## src/rtl/eeprom_seq_pkg.sv

```systemverilog
`timescale 1ns/1ps
package eeprom_seq_pkg;
   localparam logic [7:0] OP_WRSR  = 8'h01;
   localparam logic [7:0] OP_WRITE = 8'h02;
   localparam logic [7:0] OP_READ  = 8'h03;
   localparam logic [7:0] OP_WRDI  = 8'h04;
   localparam logic [7:0] OP_RDSR  = 8'h05;
   localparam logic [7:0] OP_WREN  = 8'h06;

   typedef enum logic [2:0] {
      ST_OPC,
      ST_ADR,
      ST_RDAT,
      ST_WDAT,
      ST_RSTAT,
      ST_WSTAT,
      ST_WSFULL,
      ST_SKIP
   } seq_state_e;
endpackage

```

## src/rtl/eeprom_bit_shifter.sv

```systemverilog
`timescale 1ns/1ps
module eeprom_bit_shifter (
   input  logic       clk,
   input  logic       rst_n,
   input  logic       cs_n,
   input  logic       sck_rise,
   input  logic       sdi,
   output logic       byte_done,
   output logic [7:0] byte_val,
   output logic [2:0] bit_pos
);
   logic [6:0] sh_q;
   logic [2:0] cnt_q;

   always_ff @(posedge clk or negedge rst_n) begin
      if (!rst_n) begin
         sh_q  <= '0;
         cnt_q <= '0;
      end else if (cs_n) begin
         cnt_q <= '0;
      end else if (sck_rise) begin
         sh_q  <= {sh_q[5:0], sdi};
         cnt_q <= cnt_q + 3'd1;
      end
   end

   assign byte_done = sck_rise & ~cs_n & (cnt_q == 3'd7);
   assign byte_val  = {sh_q, sdi};
   assign bit_pos   = cnt_q;

   // the position restarts at every select edge, so a new frame is byte aligned
   assert_pos_restart_R4: assert property (@(posedge clk) disable iff (!rst_n)
      cs_n |=> (bit_pos == 3'd0));
endmodule

```

## src/rtl/eeprom_page_buf.sv

```systemverilog
`timescale 1ns/1ps
module eeprom_page_buf #(
   parameter int PAGE_AW = 5
) (
   input  logic                       clk,
   input  logic                       rst_n,
   input  logic                       clr,
   input  logic                       we,
   input  logic [PAGE_AW-1:0]         idx,
   input  logic [7:0]                 wdata,
   output logic [(1<<PAGE_AW)*8-1:0]  data_flat,
   output logic [(1<<PAGE_AW)-1:0]    valid
);
   localparam int PB = 1 << PAGE_AW;

   for (genvar g = 0; g < PB; g++) begin : g_slot
      logic [7:0] ent_q;
      logic       val_q;
      always_ff @(posedge clk or negedge rst_n) begin
         if (!rst_n) begin
            ent_q <= '0;
            val_q <= 1'b0;
         end else if (clr) begin
            val_q <= 1'b0;
         end else if (we && (idx == PAGE_AW'(g))) begin
            ent_q <= wdata;
            val_q <= 1'b1;
         end
      end
      assign data_flat[g*8 +: 8] = ent_q;
      assign valid[g]            = val_q;
   end

   // a single data byte marks at most one slot per cycle
   assert_one_slot_R5: assert property (@(posedge clk) disable iff (!rst_n)
      (we && !clr) |=> ($countones(valid & ~$past(valid)) <= 1));
endmodule

```

## src/rtl/eeprom_store.sv

```systemverilog
`timescale 1ns/1ps
module eeprom_store #(
   parameter int MEM_AW    = 8,
   parameter int PAGE_AW   = 5,
   parameter int WR_CYCLES = 1000
) (
   input  logic                       clk,
   input  logic                       rst_n,
   input  logic                       start,
   input  logic                       start_page,
   input  logic [MEM_AW-PAGE_AW-1:0]  base,
   input  logic [(1<<PAGE_AW)*8-1:0]  pg_data,
   input  logic [(1<<PAGE_AW)-1:0]    pg_valid,
   input  logic [MEM_AW-1:0]          rd_addr,
   output logic [7:0]                 rd_data,
   output logic                       busy
);
   localparam int PB    = 1 << PAGE_AW;
   localparam int DEPTH = 1 << MEM_AW;
   localparam int CNT_W = $clog2(WR_CYCLES + 1);

   logic [7:0]                mem_q [DEPTH];
   logic                      busy_q;
   logic                      page_q;
   logic [MEM_AW-PAGE_AW-1:0] base_q;
   logic [CNT_W-1:0]          cnt_q;
   logic [PAGE_AW-1:0]        slot;
   logic                      wr_hit;

   assign slot   = cnt_q[PAGE_AW-1:0];
   assign wr_hit = page_q && (cnt_q < CNT_W'(PB)) && pg_valid[slot];

   always_ff @(posedge clk or negedge rst_n) begin
      if (!rst_n) begin
         for (int i = 0; i < DEPTH; i++) mem_q[i] <= 8'hFF;
         busy_q <= 1'b0;
         page_q <= 1'b0;
         base_q <= '0;
         cnt_q  <= '0;
      end else if (start) begin
         busy_q <= 1'b1;
         page_q <= start_page;
         base_q <= base;
         cnt_q  <= '0;
      end else if (busy_q) begin
         if (wr_hit) mem_q[{base_q, slot}] <= pg_data[slot*8 +: 8];
         cnt_q <= cnt_q + CNT_W'(1);
         if (cnt_q == CNT_W'(WR_CYCLES - 1)) busy_q <= 1'b0;
      end
   end

   assign rd_data = mem_q[rd_addr];
   assign busy    = busy_q;

   // the sequencer never launches a commit on top of a running one
   assert_start_idle_R6: assert property (@(posedge clk) disable iff (!rst_n)
      start |-> !busy_q);
   // the busy window never outlasts its programmed length
   assert_busy_window_R6: assert property (@(posedge clk) disable iff (!rst_n)
      busy_q |-> (cnt_q < CNT_W'(WR_CYCLES)));
endmodule

```

## src/rtl/eeprom_cmd_seq.sv

```systemverilog
`timescale 1ns/1ps
module eeprom_cmd_seq
   import eeprom_seq_pkg::*;
#(
   parameter int ADDR_W    = 16,
   parameter int MEM_AW    = 8,
   parameter int PAGE_AW   = 5,
   parameter int WR_CYCLES = 1000
) (
   input  logic       clk,
   input  logic       rst_n,
   input  logic       cs_n,
   input  logic       sck_rise,
   input  logic       sck_fall,
   input  logic       sdi,
   output logic       sdo,
   output logic       sdo_en,
   input  logic       wr_permit,
   input  logic [5:0] stat_hi,
   output logic       stat_wr,
   output logic [7:0] stat_wdata,
   output logic       busy
);
   localparam int PB         = 1 << PAGE_AW;
   localparam int SEG_W      = MEM_AW - PAGE_AW;
   localparam int ADDR_BYTES = ADDR_W / 8;
   localparam int ACNT_W     = $clog2(ADDR_BYTES + 1);

   if ((ADDR_W % 8) != 0 || ADDR_W < 16) begin : g_bad_addr
      $error("ADDR_W must be a whole number of bytes and at least 16");
   end
   if (MEM_AW <= PAGE_AW || MEM_AW > ADDR_W) begin : g_bad_mem
      $error("MEM_AW must exceed PAGE_AW and fit in ADDR_W");
   end
   if (WR_CYCLES < PB) begin : g_bad_time
      $error("WR_CYCLES must cover one cycle per page byte");
   end

   logic             byte_done;
   logic [7:0]       rx_byte;
   logic [2:0]       bit_pos;
   seq_state_e       st_q;
   logic             cs_q;
   logic             cs_rise;
   logic             is_read_q;
   logic [ACNT_W-1:0] acnt_q;
   logic [MEM_AW-1:0] addr_q;
   logic [MEM_AW-1:0] addr_nx;
   logic [MEM_AW-1:0] rd_addr_q;
   logic [SEG_W-1:0]  base_q;
   logic [PAGE_AW-1:0] pidx_q;
   logic             have_q;
   logic [2:0]       obit_q;
   logic             wen_q;
   logic             sdo_q;
   logic             sdo_en_q;
   logic [7:0]       ws_byte_q;
   logic             stat_wr_q;
   logic [7:0]       stat_wdata_q;
   logic [7:0]       stat_byte;
   logic [7:0]       rd_data;
   logic             store_busy;
   logic             pb_we;
   logic             pb_clr;
   logic [PB*8-1:0]  pb_data;
   logic [PB-1:0]    pb_valid;
   logic             page_commit;
   logic             stat_commit;
   logic             store_start;

   eeprom_bit_shifter i_shift (
      .clk       (clk),
      .rst_n     (rst_n),
      .cs_n      (cs_n),
      .sck_rise  (sck_rise),
      .sdi       (sdi),
      .byte_done (byte_done),
      .byte_val  (rx_byte),
      .bit_pos   (bit_pos)
   );

   assign cs_rise   = cs_n & ~cs_q;
   assign addr_nx   = MEM_AW'({addr_q, rx_byte});
   assign stat_byte = {stat_hi, wen_q, store_busy};

   assign page_commit = cs_rise && (st_q == ST_WDAT) && (bit_pos == 3'd0) &&
                        have_q && wen_q && wr_permit;
   assign stat_commit = cs_rise && (st_q == ST_WSFULL) && (bit_pos == 3'd0) &&
                        wen_q && wr_permit;
   assign store_start = page_commit || stat_commit;

   assign pb_we  = !cs_n && (st_q == ST_WDAT) && byte_done;
   assign pb_clr = !cs_n && (st_q == ST_OPC) && byte_done && !store_busy &&
                   (rx_byte == OP_WRITE);

   eeprom_page_buf #(.PAGE_AW(PAGE_AW)) i_page (
      .clk       (clk),
      .rst_n     (rst_n),
      .clr       (pb_clr),
      .we        (pb_we),
      .idx       (pidx_q),
      .wdata     (rx_byte),
      .data_flat (pb_data),
      .valid     (pb_valid)
   );

   eeprom_store #(.MEM_AW(MEM_AW), .PAGE_AW(PAGE_AW), .WR_CYCLES(WR_CYCLES)) i_store (
      .clk        (clk),
      .rst_n      (rst_n),
      .start      (store_start),
      .start_page (page_commit),
      .base       (base_q),
      .pg_data    (pb_data),
      .pg_valid   (pb_valid),
      .rd_addr    (rd_addr_q),
      .rd_data    (rd_data),
      .busy       (store_busy)
   );

   always_ff @(posedge clk or negedge rst_n) begin
      if (!rst_n) begin
         st_q         <= ST_OPC;
         cs_q         <= 1'b1;
         is_read_q    <= 1'b0;
         acnt_q       <= '0;
         addr_q       <= '0;
         rd_addr_q    <= '0;
         base_q       <= '0;
         pidx_q       <= '0;
         have_q       <= 1'b0;
         obit_q       <= '0;
         wen_q        <= 1'b0;
         sdo_q        <= 1'b0;
         sdo_en_q     <= 1'b0;
         ws_byte_q    <= '0;
         stat_wr_q    <= 1'b0;
         stat_wdata_q <= '0;
      end else begin
         cs_q      <= cs_n;
         stat_wr_q <= 1'b0;
         if (store_start) wen_q <= 1'b0;
         if (stat_commit) begin
            stat_wr_q    <= 1'b1;
            stat_wdata_q <= ws_byte_q;
         end
         if (cs_n) begin
            st_q     <= ST_OPC;
            sdo_en_q <= 1'b0;
            acnt_q   <= '0;
         end else begin
            case (st_q)
               ST_OPC: if (byte_done) begin
                  obit_q <= '0;
                  if (store_busy) begin
                     st_q <= (rx_byte == OP_RDSR) ? ST_RSTAT : ST_SKIP;
                  end else begin
                     case (rx_byte)
                        OP_WREN:  begin wen_q <= 1'b1; st_q <= ST_SKIP; end
                        OP_WRDI:  begin wen_q <= 1'b0; st_q <= ST_SKIP; end
                        OP_READ:  begin is_read_q <= 1'b1; st_q <= ST_ADR; end
                        OP_WRITE: begin is_read_q <= 1'b0; st_q <= ST_ADR; end
                        OP_RDSR:  st_q <= ST_RSTAT;
                        OP_WRSR:  st_q <= ST_WSTAT;
                        default:  st_q <= ST_SKIP;
                     endcase
                  end
               end
               ST_ADR: if (byte_done) begin
                  addr_q <= addr_nx;
                  acnt_q <= acnt_q + ACNT_W'(1);
                  if (acnt_q == ACNT_W'(ADDR_BYTES - 1)) begin
                     if (is_read_q) begin
                        rd_addr_q <= addr_nx;
                        st_q      <= ST_RDAT;
                     end else begin
                        base_q <= addr_nx[MEM_AW-1:PAGE_AW];
                        pidx_q <= addr_nx[PAGE_AW-1:0];
                        have_q <= 1'b0;
                        st_q   <= ST_WDAT;
                     end
                  end
               end
               ST_WDAT: if (byte_done) begin
                  pidx_q <= pidx_q + PAGE_AW'(1);
                  have_q <= 1'b1;
               end
               ST_RDAT: if (sck_fall) begin
                  sdo_q    <= rd_data[3'd7 - obit_q];
                  sdo_en_q <= 1'b1;
                  obit_q   <= obit_q + 3'd1;
                  if (obit_q == 3'd7) rd_addr_q <= rd_addr_q + MEM_AW'(1);
               end
               ST_RSTAT: if (sck_fall) begin
                  sdo_q    <= stat_byte[3'd7 - obit_q];
                  sdo_en_q <= 1'b1;
                  obit_q   <= obit_q + 3'd1;
               end
               ST_WSTAT: if (byte_done) begin
                  ws_byte_q <= rx_byte;
                  st_q      <= ST_WSFULL;
               end
               ST_WSFULL: if (sck_rise) st_q <= ST_SKIP;
               default: ;
            endcase
         end
      end
   end

   assign sdo        = sdo_q;
   assign sdo_en     = sdo_en_q;
   assign stat_wr    = stat_wr_q;
   assign stat_wdata = stat_wdata_q;
   assign busy       = store_busy;

   // no page byte is staged while the array is being programmed
   assert_no_fill_busy_R6: assert property (@(posedge clk) disable iff (!rst_n)
      store_busy |-> !pb_we);
   // every commit starts the busy window and drops the enable latch
   assert_commit_effect_R7: assert property (@(posedge clk) disable iff (!rst_n)
      store_start |=> (store_busy && !wen_q));
   // a status strobe always coincides with an internal write window
   assert_stat_pulse_R9: assert property (@(posedge clk) disable iff (!rst_n)
      stat_wr_q |-> (store_busy && $past(wen_q)));
   // with select held high the output stays released
   assert_sdo_quiet_R12: assert property (@(posedge clk) disable iff (!rst_n)
      (cs_n && cs_q) |-> !sdo_en_q);
endmodule

```

## config.mk

```make
export PLATFORM = sky130hd
export DESIGN_NAME = eeprom_cmd_seq
export DESIGN_NICKNAME = d
export VERILOG_FILES = /design/src/rtl/eeprom_seq_pkg.sv /design/src/rtl/eeprom_bit_shifter.sv /design/src/rtl/eeprom_page_buf.sv /design/src/rtl/eeprom_store.sv /design/src/rtl/eeprom_cmd_seq.sv
export SDC_FILE = /design/constraint.sdc
export NUM_CORES = 2
export LEC_CHECK = 0
export ABC_AREA = 1
export BUFFER_PORTS_ARGS = -buffer_cell sky130_fd_sc_hd__buf_2
export CORE_UTILIZATION = 30
export CTS_CLUSTER_DIAMETER = 60
export DETAILED_ROUTE_END_ITERATION = 10
export GPL_TIMING_DRIVEN = 1
export PLACE_DENSITY = 0.51
export SLEW_MARGIN = 30
export SYNTH_ARGS = -nofsm -noshare
export SYNTH_HDL_FRONTEND = slang
export SYNTH_SLANG_ARGS = --single-unit
```

## constraint.sdc

```tcl
create_clock -name clk -period 2.95 [get_ports clk]
set_input_delay 0.7375 -clock clk [delete_from_list [all_inputs] [get_ports clk]]
set_output_delay 0.7375 -clock clk [all_outputs]
set_load 0.01 [all_outputs]
```

==> reports/summary.txt <==
DPL Wire Length -> 248700 um
Main synth FF type -> dfstp_2
Layout cell share with drive strength beyond 1 -> 29.65%
Yosys warns -> 0
Top cell type's share of synthesized area -> 48.20%
CP max FO -> 26
Synth Cell Area -> 0.1117 mm^2
Slew @ Worst Pin -> 1.096 ns
Final nets -> 13760
Via Count -> 94970
Failing checks -> negative setup slack
Clk root buf -> clkbuf_16
Final min period -> 3.245 ns
Row cnt -> 223
Buf/Inv on CP -> 4
Synth Instances -> 13490
Final hold violations -> 0
Core Region -> 0.3697 mm^2
Critical path startpoint category -> flop
Cell Chain, Critical Path -> buf_12 -> buf_16 -> buf_16 -> buf_4 -> nand2_1 -> nand2_1 -> a21oi_1 -> o211ai_1 -> nand3_1 -> nand3_2 -> nand3_4 -> nand3_1 -> nand3_1 -> nand3_1 -> nand3_2 -> nand2_4 -> nand2_1 -> a21oi_1
PortBufs -> 24
Max transition margin -> 26.91%
CTS Buf Count -> 284
Slowest cell on the critical path -> dfrtp_4
WS Path Type -> reg2reg
Pleak -> 52.71 nW
Unrepaired setup endpoints after global routing -> true
Async set or reset register ratio after synthesis -> 100.0%
# H-tree levels -> 5
Die W -> 612.2 um
Final WS setup -> -0.2946 ns
Seq/Total Area, Yosys -> 56.25%
Pwr per Cell Area -> 722.1 mW/mm^2
First-pass GRT wire length -> 605100 um
Largest net degree at the start of global routing -> 109
Die Y -> 612.2 um
CP Data Required Time -> 3.71 ns
Clk buf depth -> 4
Critical path's largest stage delay -> 0.57 ns
Final worst-path cycle share -> 110.0%
Vias in the first global route -> 90630
First-pass DRT Iterations -> 6
Crit end category -> flop
Clock sinks -> 2408
Max-cap viol count -> 0
Post-synth cell types -> 47
P&R area growth vs syn -> 24.28%
Initial antenna violation count -> 11
Mapped Avg Cell Area -> 8.279 um^2
Outcome -> finished with violations
#FFs+latches synth -> 2408
Hold crit path type -> in2async
Slew Limit Fails -> 0
DIE AREA -> 0.3747 mm^2
Setup TNS -> -108.71 ns
Fmax -> 0.3082 GHz
Max IR drop VDD -> 0.6826 mV
Final Wtd Congestion -> 0.8721
Final core occ -> 37.55%
GRT Util Overall -> 20.97%
Post-Syn Nets -> 13520
Starting Density -> 30.21%
Commonest cells after routing, fill and taps aside -> nand2_1, dfstp_2, o21ai_0
I/O Pins -> 25
DRT iter0 DRCs -> 8029
Clk Latency, worst-skew pair -> 0.89 ns
Design Power -> 100.2 mW
Cell family with most CP delay -> simple AND/OR/NAND/NOR gates
Routed wire per std cell -> 21.26 um
DR DRC count -> 0
Vias per inst -> 5.028
DRT Wirelength -> 401500 um
Clock transition at path regs -> 0.07 ns
Most used cell, CP -> nand3_1
Worst R2R Start -> rd_addr_q[0]
Commonest non-fill, non-tap cell in the layout -> nand2_1
Top post-synthesis cells by area -> dfstp_2, nand2_1, o21ai_0
Grt ovf -> 0
# fillers -> 37700
Worst clock skew -> 0.08013 ns
CTS tree -> done
Antenna-violating nets left -> 0
Largest area contributor in the netlist -> dfstp_2
Post-synth EDFFs -> 0
Crit path DAT -> 4.01 ns
Setup violators final -> 1698
Critical path startpoint -> rd_addr_q[0]
stage by stage:
step                hold slack, ns  worst slack [ns]  area [um^2]  std cells
CTS                        0.05772           -0.2080       136900      18830
global route               0.09552           -0.3357       138800      18880
floorplan                   0.4366       0.000009770       111700      13490
global placement            0.4485           -0.9466       124100      18240
detailed placement          0.4534           -0.8820       124100      18240
finish                      0.1178           -0.2946       138800      18890
cells by family (layout without fill, tap and decap cells):
| logic type | after synthesis | count (layout) | synth area share [%] |
|---|---|---|---|
| AO/OA/AOI/OAI | 3115 | 3115 | 14.45 |
| XOR/XNOR | 3 | 3 | 0.02353 |
| adder cells (fa/ha/maj) | 17 | 17 | 0.1904 |
| buffers and inverters | 1165 | 1592 | 4.195 |
| flip-flops | 2408 | 2408 | 56.25 |
| other | 0 | 4 | 0 |
| AND/OR/NAND/NOR | 6782 | 6797 | 24.89 |
worst reg2reg max path, delay by kind of cell, from the launching register on:
kind / cells / cell delay [ns]
AND/OR/NAND/NOR: 11 / 1.40
buffers and inverters: 4 / 0.83
flip-flops: 1 / 0.57
AO/OA/AOI/OAI: 3 / 0.38
routing by layer:
metal / vias to the layer above / GRT usage (%) / share of wire, %
met5: - / 0 / 0.012
met3: 563 / 2.641 / 5.7
met4: 8 / 5.670 / 2.8
met2: 2521 / 32.48 / 45
met1: 46720 / 30.64 / 47
li1: 45160 / - / -
worst paths after layout:
check	to	slack, ns	depth (start not counted)
min in group clk	cs_q	0.12	2
max reg2reg	sdo	-0.29	18
max in group asynchronous	rd_addr_q[0]	1.94	3
min reg2reg	i_page.g_slot[16].val_q	0.46	2
min	rd_addr_q[3]	0.12	2
max	sdo	-0.29	18
registers in the layout, indices dropped and copies added (netlist names), 3 cells and up:
name / flops
i_shift.bit_pos: 3
obit_q: 3
ws_byte_q: 8
rd_addr_q: 8
base_q: 3
i_shift.sh_q: 7
i_store.mem_q: 2048
pidx_q: 5
i_store.cnt_q: 10
i_store.base_q: 3
i_page.g_slot.ent_q: 256
st_q: 3
i_page.g_slot.val_q: 32
stat_wdata: 8
cell usage after synthesis, types with 14 or more instances:
master / number
nor2_4: 18
a21boi_0: 72
buf_1: 55
ha_1: 17
clkbuf_1: 838
nand3_1: 1215
buf_2: 142
nand2_4: 34
dfrtp_1: 359
o211ai_1: 77
o21ai_1: 720
nor3_1: 14
o22ai_1: 85
dfstp_2: 2049
inv_1: 95
nand2_2: 115
nand2_1: 5109
o21ai_0: 1849
buf_6: 15
a21oi_1: 290
nor2_1: 252
final cells by class:
class | instances | area [um^2] | share of cell area, %
clock inverters | 88 | 833.3 | 0.6003
diodes | 4 | 10.01 | 0.007211
well taps | 4950 | 6193 | 4.462
repair buffers | 992 | 12920 | 9.308
inverters | 109 | 464.2 | 0.3344
multi-input cells | 9932 | 47240 | 34.03
clock buffers | 403 | 8304 | 5.983
flip-flops and latches | 2408 | 62850 | 45.28
repair_timing:
item,CTS,global route
gates resized for setup,672,430
buffers inserted,64,32
pin swaps,31,21
gates cloned,46,18
hold buffers,0,0
setup endpoints to repair,2049,2045
power breakdown:
part | internal (mW) | switching, mW | total (mW)
Clock | 20.6 | 14.7 | 35.2
Combinational | 10.4 | 20.8 | 31.3
Sequential | 33.4 | 0.381 | 33.7
(Power assumes the default switching activity.)
